### src/rtl/tdd_sync_pkg.sv
package tdd_sync_pkg;

  typedef enum logic [1:0] {
    GS_IDLE  = 2'd0,
    GS_ARMED = 2'd1,
    GS_RUN   = 2'd2
  } gen_state_e;

  localparam logic [1:0] MODE_BAD = 2'd3;

  // downlink length in ticks for each mode code
  function automatic int unsigned dl_ticks(input logic [1:0] code);
    case (code)
      2'd0:    dl_ticks = 3539;
      2'd1:    dl_ticks = 3193;
      2'd2:    dl_ticks = 2848;
      default: dl_ticks = 0;
    endcase
  endfunction

endpackage

### src/rtl/tdd_tick_gen.sv
module tdd_tick_gen #(
  parameter int CYC_PER_TICK = 100
) (
  input  logic clk,
  input  logic rst_n,
  output logic tick_o
);
  generate
    if (CYC_PER_TICK <= 1) begin : g_every
      assign tick_o = 1'b1;
    end else begin : g_div
      localparam int DW = $clog2(CYC_PER_TICK);
      localparam logic [DW-1:0] LASTC = DW'(CYC_PER_TICK - 1);
      logic [DW-1:0] div_q;
      always_ff @(posedge clk or negedge rst_n) begin
        if (!rst_n)             div_q <= '0;
        else if (div_q == LASTC) div_q <= '0;
        else                    div_q <= div_q + 1'b1;
      end
      assign tick_o = (div_q == LASTC);
    end
  endgenerate
endmodule

### src/rtl/tdd_lat_regs.sv
module tdd_lat_regs #(
  parameter int LAT_W   = 13,
  parameter int CNT_W   = 13,
  parameter int PERIOD  = 5000,
  parameter int DIG_RST = 50,
  parameter int RF_RST  = 6,
  parameter int GEN_RST = 2
) (
  input  logic             clk,
  input  logic             rst_n,
  input  logic             cfg_we,
  input  logic [1:0]       cfg_addr,
  input  logic [LAT_W-1:0] cfg_wdata,
  output logic [CNT_W-1:0] dly_o
);
  localparam int SW = ((LAT_W > CNT_W) ? LAT_W : CNT_W) + 3;
  localparam logic signed [SW-1:0] PER_S = SW'(PERIOD);
  localparam logic signed [SW-1:0] MAX_S = SW'(PERIOD - 1);
  localparam logic signed [SW-1:0] MIN_S = SW'(1);

  logic [LAT_W-1:0] dig_q, rf_q, gen_q;
  logic signed [SW-1:0] raw;

  always_ff @(posedge clk or negedge rst_n) begin
    if (!rst_n) begin
      dig_q <= LAT_W'(DIG_RST);
      rf_q  <= LAT_W'(RF_RST);
      gen_q <= LAT_W'(GEN_RST);
    end else if (cfg_we) begin
      case (cfg_addr)
        2'd0:    dig_q <= cfg_wdata;
        2'd1:    rf_q  <= cfg_wdata;
        2'd2:    gen_q <= cfg_wdata;
        default: ;
      endcase
    end
  end

  // period minus net pipeline latency minus generation latency
  assign raw = PER_S - $signed(SW'(dig_q)) + $signed(SW'(rf_q)) - $signed(SW'(gen_q));

  always_comb begin
    if (raw < MIN_S)      dly_o = CNT_W'(1);
    else if (raw > MAX_S) dly_o = CNT_W'(PERIOD - 1);
    else                  dly_o = raw[CNT_W-1:0];
  end


  bad_addr_stable_chk: assert property (@(posedge clk) disable iff (!rst_n)
    (cfg_we && cfg_addr == 2'd3) |=> $stable(dly_o));
endmodule

### src/rtl/tdd_frame_core.sv
module tdd_frame_core import tdd_sync_pkg::*; #(
  parameter int PERIOD = 5000,
  parameter int CNT_W  = 13
) (
  input  logic             clk,
  input  logic             rst_n,
  input  logic             tick_i,
  input  logic             strobe_i,
  input  logic [1:0]       mode_i,
  input  logic             mode_ok_i,
  input  logic [CNT_W-1:0] dly_i,
  output logic             tdd_dl_o,
  output logic             pa_en_o
);
  localparam logic [CNT_W-1:0] LAST = CNT_W'(PERIOD - 1);
  localparam logic [CNT_W-1:0] PER  = CNT_W'(PERIOD);

  gen_state_e       st_q;
  logic [CNT_W-1:0] ph_q, len_q;
  logic             pend_q;
  logic             vld, realign;

  assign vld     = mode_ok_i && (mode_i != MODE_BAD);
  assign realign = vld && tick_i && (pend_q || strobe_i);

  always_ff @(posedge clk or negedge rst_n) begin
    if (!rst_n) begin
      st_q   <= GS_IDLE;
      ph_q   <= '0;
      len_q  <= '0;
      pend_q <= 1'b0;
    end else if (!vld) begin
      st_q   <= GS_IDLE;
      pend_q <= 1'b0;
    end else if (tick_i) begin
      pend_q <= 1'b0;
      if (pend_q || strobe_i) begin
        ph_q <= PER - dly_i;
        if (st_q == GS_IDLE) st_q <= GS_ARMED;
      end else if (st_q != GS_IDLE) begin
        if (ph_q == LAST) begin
          ph_q  <= '0;
          len_q <= CNT_W'(dl_ticks(mode_i));
          st_q  <= GS_RUN;
        end else begin
          ph_q <= ph_q + 1'b1;
        end
      end
    end else if (strobe_i) begin
      pend_q <= 1'b1;
    end
  end

  assign pa_en_o  = (st_q == GS_RUN);
  assign tdd_dl_o = (st_q != GS_RUN) || (ph_q < len_q);


  ph_range_chk: assert property (@(posedge clk) disable iff (!rst_n)
    ph_q < PER);

  wrap_chk: assert property (@(posedge clk) disable iff (!rst_n)
    (vld && tick_i && !realign && st_q == GS_RUN && ph_q == LAST) |=> (ph_q == '0 && tdd_dl_o));

  pa_start_chk: assert property (@(posedge clk) disable iff (!rst_n)
    $rose(pa_en_o) |-> (ph_q == '0 && tdd_dl_o));

  dl_fall_chk: assert property (@(posedge clk) disable iff (!rst_n)
    ($fell(tdd_dl_o) && !$past(realign)) |-> (pa_en_o && ph_q == len_q));

  stop_chk: assert property (@(posedge clk) disable iff (!rst_n)
    !vld |=> (!pa_en_o && tdd_dl_o));
endmodule

### src/rtl/tdd_sync_gen.sv
module tdd_sync_gen #(
  parameter int CYC_PER_TICK = 100,
  parameter int PERIOD_TICKS = 5000,
  parameter int LAT_W        = 13,
  parameter int DIG_LAT_RST  = 50,
  parameter int RF_LAT_RST   = 6,
  parameter int GEN_LAT_RST  = 2
) (
  input  logic             clk,
  input  logic             rst_n,
  input  logic             frame_strobe,
  input  logic [1:0]       mode_code,
  input  logic             mode_ok,
  input  logic             cfg_we,
  input  logic [1:0]       cfg_addr,
  input  logic [LAT_W-1:0] cfg_wdata,
  output logic             tdd_dl,
  output logic             pa_en
);
  localparam int CNT_W = $clog2(PERIOD_TICKS + 1);

  logic             tick;
  logic [CNT_W-1:0] dly;

  tdd_tick_gen #(.CYC_PER_TICK(CYC_PER_TICK)) tick_i (
    .clk(clk), .rst_n(rst_n), .tick_o(tick)
  );

  tdd_lat_regs #(
    .LAT_W(LAT_W), .CNT_W(CNT_W), .PERIOD(PERIOD_TICKS),
    .DIG_RST(DIG_LAT_RST), .RF_RST(RF_LAT_RST), .GEN_RST(GEN_LAT_RST)
  ) regs_i (
    .clk(clk), .rst_n(rst_n), .cfg_we(cfg_we), .cfg_addr(cfg_addr),
    .cfg_wdata(cfg_wdata), .dly_o(dly)
  );

  tdd_frame_core #(.PERIOD(PERIOD_TICKS), .CNT_W(CNT_W)) core_i (
    .clk(clk), .rst_n(rst_n), .tick_i(tick), .strobe_i(frame_strobe),
    .mode_i(mode_code), .mode_ok_i(mode_ok), .dly_i(dly),
    .tdd_dl_o(tdd_dl), .pa_en_o(pa_en)
  );
endmodule

### config.mk
export PLATFORM = sky130hd
export DESIGN_NAME = tdd_sync_gen
export DESIGN_NICKNAME = d
export VERILOG_FILES = /design/src/rtl/tdd_sync_pkg.sv /design/src/rtl/tdd_tick_gen.sv /design/src/rtl/tdd_lat_regs.sv /design/src/rtl/tdd_frame_core.sv /design/src/rtl/tdd_sync_gen.sv
export SDC_FILE = /design/constraint.sdc
export NUM_CORES = 1
export LEC_CHECK = 0
export BUFFER_PORTS_ARGS = -buffer_cell sky130_fd_sc_hd__buf_4
export CAP_MARGIN = 15
export CORE_MARGIN = 2
export CORE_UTILIZATION = 45
export DETAILED_ROUTE_END_ITERATION = 10
export PLACE_DENSITY_LB_ADDON = 0.08
export SYNTH_ARGS = -nofsm -noshare
export SYNTH_HDL_FRONTEND = slang
export SYNTH_HIERARCHICAL = 1
export SYNTH_SLANG_ARGS = --single-unit
### constraint.sdc
create_clock -name clk -period 5.18 [get_ports clk]
set_input_delay 0.259 -clock clk [delete_from_list [all_inputs] [get_ports clk]]
set_output_delay 0.259 -clock clk [all_outputs]
set_load 0.1 [all_outputs]
### Word level (Yosys, flattened, before mapping)

Cells that the tools add are included.

| storage, ports and cells | value |
|---|---|
| bits in registers | 75 |
| input port bits | 22 |
| output and inout bits | 2 |
| word-level logic and storage cells | 62 |

| operators by class | value |
|---|---|
| add/subtract/negate cells | 6 |
| magnitude comparators | 3 |
| equality and inequality tests | 14 |
| mux-type cells | 16 |
| bitwise operators | 1 |
| reduce and logical (&&, ||, !) cells | 14 |

Operators with widths:

| cell | count |
|---|---|
| $mux W13 | 5 |
| $pmux W12 S3 | 1 |
| $add A16 B14 Y16 | 1 |
| $gt A16 B14 Y1 const B | 1 |
| $lt A16 B2 Y1 const B | 1 |
| $sub A16 B14 Y16 | 1 |
| $sub A13 B13 Y14 const A | 1 |
| $add A13 B1 Y13 const B | 1 |
| $eq A13 B13 Y1 const B | 1 |
| $lt A13 B13 Y1 | 1 |
| $sub A13 B13 Y13 const A | 1 |
| $mux W2 | 6 |
| $ne A3 B3 Y1 const B | 3 |
| $add A7 B1 Y7 const B | 1 |
| $eq A7 B7 Y1 const B | 1 |
| $mux W7 | 1 |
| $eq A2 B2 Y1 const B | 3 |
| $logic_not A2 Y1 | 3 |
| $reduce_and A2 Y1 | 3 |
| $reduce_and A5 Y1 | 1 |
| $eq A2 B1 Y1 const B | 2 |
| $ne A2 B2 Y1 const B | 2 |
| $reduce_and A4 Y1 | 1 |
| $reduce_bool A2 Y1 | 2 |
| other kinds (7) | 10 |

### Longest topological paths before layout

| depth | value |
|---|---|
| depth in word-level cells | 8 |
| depth in mapped cells | 25 |
| gate-level depth less buffers | 24 |

### Hierarchy

Netlist, hierarchy kept.

By module, submodules not included:

| module | instances | cells each | area each (sq um) | seq. area each (sq um) |
|---|---|---|---|---|
| tdd_lat_regs | 1 | 319 | 3109.2 | 983.4 |
| tdd_frame_core | 1 | 207 | 1811.7 | 575.6 |
| tdd_tick_gen | 1 | 29 | 345.3 | 175.2 |

### Worst setup path after synthesis

Ideal clock, no wire load.

| timing path | value |
|---|---|
| path kind | flip-flop to flip-flop |
| from | register regs_i.dig_q[0] |
| to | register core_i.ph_q[8] |
| setup time | 138 ps |
| arrival | 5039 ps |
| required time | 5042 ps |
| path slack | 3 ps |
| stages on the path, launching flop included | 26 |
| buffers on the path | 1 |
| clock period less this slack | 5177 ps |
| path through | dfrtp_1 -> inv_1 -> ha_1 -> inv_1 -> o21ai_0 -> nand2_1 -> o21ai_0 -> xnor2_1 -> fa_1 -> inv_1 -> ha_1 -> clkbuf_1 -> and3_1 -> and2_1 -> a21o_1 -> o311a_1 -> a211oi_4 -> nor4_1 -> or3_1 -> inv_1 -> ha_1 -> nand2b_1 -> a211o_1 -> o21ai_0 -> xnor2_1 -> o221ai_1 |

| between the ends | value |
|---|---|
| cells in the longest elaborated chain, start to end | 8 |
| elaborated cells between the ends (all ways) | 9 |
| those cells by class | add/sub: 4; order compare: 2; mux: 3 |

Ends and longest elaborated chain:

| element | line | RTL |
|---|---|---|
| start, declared | tdd_lat_regs.sv:21 | `logic [LAT_W-1:0] dig_q, rf_q, gen_q;` |
| start signal, assigned | tdd_lat_regs.sv:26 | `dig_q <= LAT_W'(DIG_RST);` |
| start signal, assigned | tdd_lat_regs.sv:31 | `2'd0: dig_q <= cfg_wdata;` |
| $sub A13 B13 Y14 * | tdd_lat_regs.sv:40 | `assign raw = PER_S - $signed(SW'(dig_q)) + $signed(SW'(rf_q)) - $signed(SW'(gen_q));` |
| $add A16 B14 Y16 * | tdd_lat_regs.sv:40 |  |
| $sub A16 B14 Y16 * | tdd_lat_regs.sv:40 |  |
| $gt A16 B14 Y1 | tdd_lat_regs.sv:44 | `else if (raw > MAX_S) dly_o = CNT_W'(PERIOD - 1);` |
| $mux W13 | tdd_lat_regs.sv:44 |  |
| $mux W13 * | tdd_lat_regs.sv:43 | `if (raw < MIN_S) dly_o = CNT_W'(1);` |
| net dly[0] | tdd_sync_gen.sv:23 | `logic [CNT_W-1:0] dly;` |
| $sub A13 B13 Y13 * | tdd_frame_core.sv:38 | `ph_q <= PER - dly_i;` |
| $mux W13 * | tdd_frame_core.sv:37 | `if (pend_q \|\| strobe_i) begin` |
| end signal, assigned | tdd_frame_core.sv:38 |  |
| end signal, assigned | tdd_frame_core.sv:46 | `ph_q <= ph_q + 1'b1;` |
| end, declared | tdd_frame_core.sv:19 | `logic [CNT_W-1:0] ph_q, len_q;` |

The timed path passes the listed nets; every way through them passes the cells marked *.
A chain may end at the register's enable or synchronous reset.

### Worst setup path after layout

Same ends and word-level chain as after synthesis.

==> impl_metrics.json <==
{
  "async_flop_share_pct": 100.0,
  "rows": 39,
  "first_pass_iters": 4,
  "p_per_area_mw_per_mm2": 728.3,
  "hpwlAfterDp_mm": 8.819,
  "final_cell_mix": "74 x buf_4, 63 x dfrtp_1, 53 x inv_1, 41 x mux2_2, 31 x nor2_1",
  "swShare_pct": 42.92,
  "cts_tree": "done",
  "holdWs_ns": 0.04672,
  "synth_cell_types": 72,
  "path_class": "reg -> reg",
  "die_area_sq_mm": 0.01258,
  "period_minus_slack_ns": 4.983,
  "grt_max_degree": 70,
  "required_ns": 5.38,
  "seq_area_frac_synth_pct": 32.93,
  "p_leak_nw": 2.971,
  "hold_viol": 0,
  "syn-mean-instance-area_sq_um": 9.489,
  "finalSetupViolCount": 0,
  "start_util_pct": 46.12,
  "post-route-util_pct": 57.70,
  "setup_slack_ns": 0.1975,
  "drive_gt1_share_pct": 32.60,
  "place_inst": 748,
  "clock_path_buffers": 2,
  "fin_crit_sh_pct": 96.19,
  "syn_nets": 626,
  "startpoint_type": "flop",
  "clkTransAtPathRegs_ns": 0.06,
  "place_area_sq_mm": 0.005879,
  "fmax_mhz": 200.7,
  "via_per_inst": 5.503,
  "final_max_slew_viol_count": 0,
  "antenna_found_initial": 0,
  "core_area_sq_mm": 0.01142,
  "min-delay-path-class": "in -> async",
  "internal-power_mw": 2.739,
  "first_iter_violations": 226,
  "max-cap-violations": 0,
  "stdcell_area_sq_mm": 0.006589,
  "wire_per_inst_microns": 15.37,
  "track_usage_pct": 19.54,
  "netlist_area_sq_mm": 0.005266,
  "clockPowerShare_pct": 12.4,
  "stdcell_count": 778,
  "n_fill_cell": 994,
  "switchingPower_mw": 2.060,
  "grt.overflow.total": 0,
  "critPathCaptureType": "flop",
  "power_mw": 4.798,
  "seq_power_share_pct": 13.6,
  "grt_util_met1_pct": 24.29,
  "vias": 4281,
  "num-nets-final": 701,
  "wl_mm": 11.96,
  "pre_cts_slack_ns": -0.1065,
  "grtUsageMet3_pct": 3.240,
  "ios": 24,
  "worst_slew_pin_slew_ns": 1.076,
  "arrival_ns": 5.19,
  "rr_startpoint": "regs_i/dig_q[0]",
  "status": "completed",
  "grt.met2_usage_pct": 33.45,
  "diodes": 0,
  "finalSetupTns_ns": 0,
  "gp_congestion": 0.8798,
  "ys.flop_type": "dfrtp_1",
  "slew_headroom_pct": 28.29,
  "ys_warn_count": 6,
  "htree_levels": 3,
  "drcViolationCount": 0,
  "clk_latency_ns": 0.33,
  "startpoint": "regs_i/dig_q[0]",
  "port_buffers": 23,
  "synth_seq_cells": 69,
  "synth_edf_count": 0,
  "die_y_microns": 112.2,
  "vdd_ir_drop_max_v": 0.0003753,
  "die_w_microns": 112.2,
  "grt_pass1_vias": 4339,
  "root_buffer": "clkbuf_16",
  "combPwrFrac_pct": 73.9,
  "numCtsBuffers": 9,
  "cts.sinks": 69,
  "layout_commonest_cell": "buf_4",
  "grt_pass1_wl_mm": 20.11,
  "area_growth_pct": 25.11,
  "synth_cells": 555,
  "drtAntennaViolNets": 0,
  "crit_fanout": 7,
  "busiest_layer": "met2",
  "clock_skew_ns": 0.004320
}
[worst paths after layout]
kind	endpoint	depth (start not counted)	slack [ns]
min reg2reg	core_i/len_q[8]	2	0.49
max	core_i/ph_q[8]	24	0.20
max in group asynchronous	regs_i/rf_q[4]	1	4.58
min	tick_i/g_div.div_q[2]	1	0.05
min in group clk	regs_i/rf_q[12]	2	0.17
max reg2reg	core_i/ph_q[8]	24	0.20
[area by class of cell]
| type | count | area [sq um] | area share, % |
|---|---|---|---|
| clock buffer | 16 | 291.5 | 4.425 |
| inverter | 58 | 217.7 | 3.304 |
| multi-input combinational | 413 | 3555 | 53.95 |
| sequential | 69 | 1734 | 26.32 |
| tap | 143 | 178.9 | 2.716 |
| timing repair buffer | 79 | 611.8 | 9.286 |
[worst max-delay path: stages (launching register included)]
cell	delay, ns
dfrtp_1	0.39
buf_4	0.14
o31a_1	0.26
nor2b_1	0.16
buf_4	0.15
nor2_1	0.06
nor2_1	0.16
xnor2_1	0.17
fa_1	0.49
ha_4	0.30
a21o_1	0.20
nor3_2	0.05
o211ai_1	0.18
and4_1	0.30
a211oi_4	0.07
buf_6	0.14
a211o_1	0.29
or3_4	0.35
inv_1	0.07
ha_2	0.18
nand2b_1	0.08
a211o_1	0.29
o21ai_2	0.13
xnor2_1	0.12
o221ai_1	0.12
[state kept, by name (all words and copies together) (netlist names)]
register	count
regs_i/dig_q	13
core_i/len_q	7
core_i/st_q	2
regs_i/gen_q	13
tick_i/g_div.div_q	7
core_i/pend_q	1
regs_i/rf_q	13
core_i/ph_q	13
[repair_timing]
| action | in CTS | in global routing |
|---|---|---|
| resized for setup | 8 | 57 |
| pin swaps | 3 | 30 |
| setup endpoints to repair | 5 | 10 |
| buffers inserted | 1 | 13 |
| hold buffers | 0 | 0 |
[synthesized netlist by cell type, types with 7 or more instances]
cell type | n | area share, %
o21ai_0 | 19 | 1.8
dfrtp_1 | 63 | 30
nor3_1 | 16 | 1.5
a211o_1 | 7 | 1.2
a31oi_1 | 9 | 1.1
a21o_1 | 10 | 1.4
mux2_2 | 42 | 9.0
xnor2_1 | 17 | 2.8
inv_1 | 58 | 4.1
fa_1 | 13 | 4.9
ha_1 | 36 | 8.6
nand2_1 | 32 | 2.3
clkbuf_1 | 10 | 0.71
a21oi_1 | 34 | 3.2
xor2_1 | 12 | 2.0
nand3_1 | 16 | 1.5
a211oi_1 | 7 | 1.0
nand2b_1 | 8 | 0.95
nor2_1 | 32 | 2.3
[cell families (layout without fill, tap and decap cells)]
group	after synthesis	after routing	synth area share (%)
flip-flops	69	69	32.93
XOR/XNOR	29	29	4.823
AO/OA/AOI/OAI	134	134	17.82
multiplexers	44	44	9.361
adder cells (fa/ha/maj)	49	49	13.49
buffers and inverters	73	153	5.251
AND/OR/NAND/NOR	157	157	16.32
[layer usage]
metal	vias to the layer above	wire length, microns
li1	2139	-
met1	2050	5421
met2	73	5998
met3	19	303
met4	0	237
met5	-	0
[power groups by stage]
stage	combinational, mW	clock [mW]	sequential (mW)
global route	3.90	0.636	0.664
global placement	2.84	0	0.658
floorplan	1.90	0	0.648
finish	3.55	0.596	0.654
detailed placement	2.86	0	0.661
CTS	2.94	0.611	0.652
(Power assumes the default switching activity.)
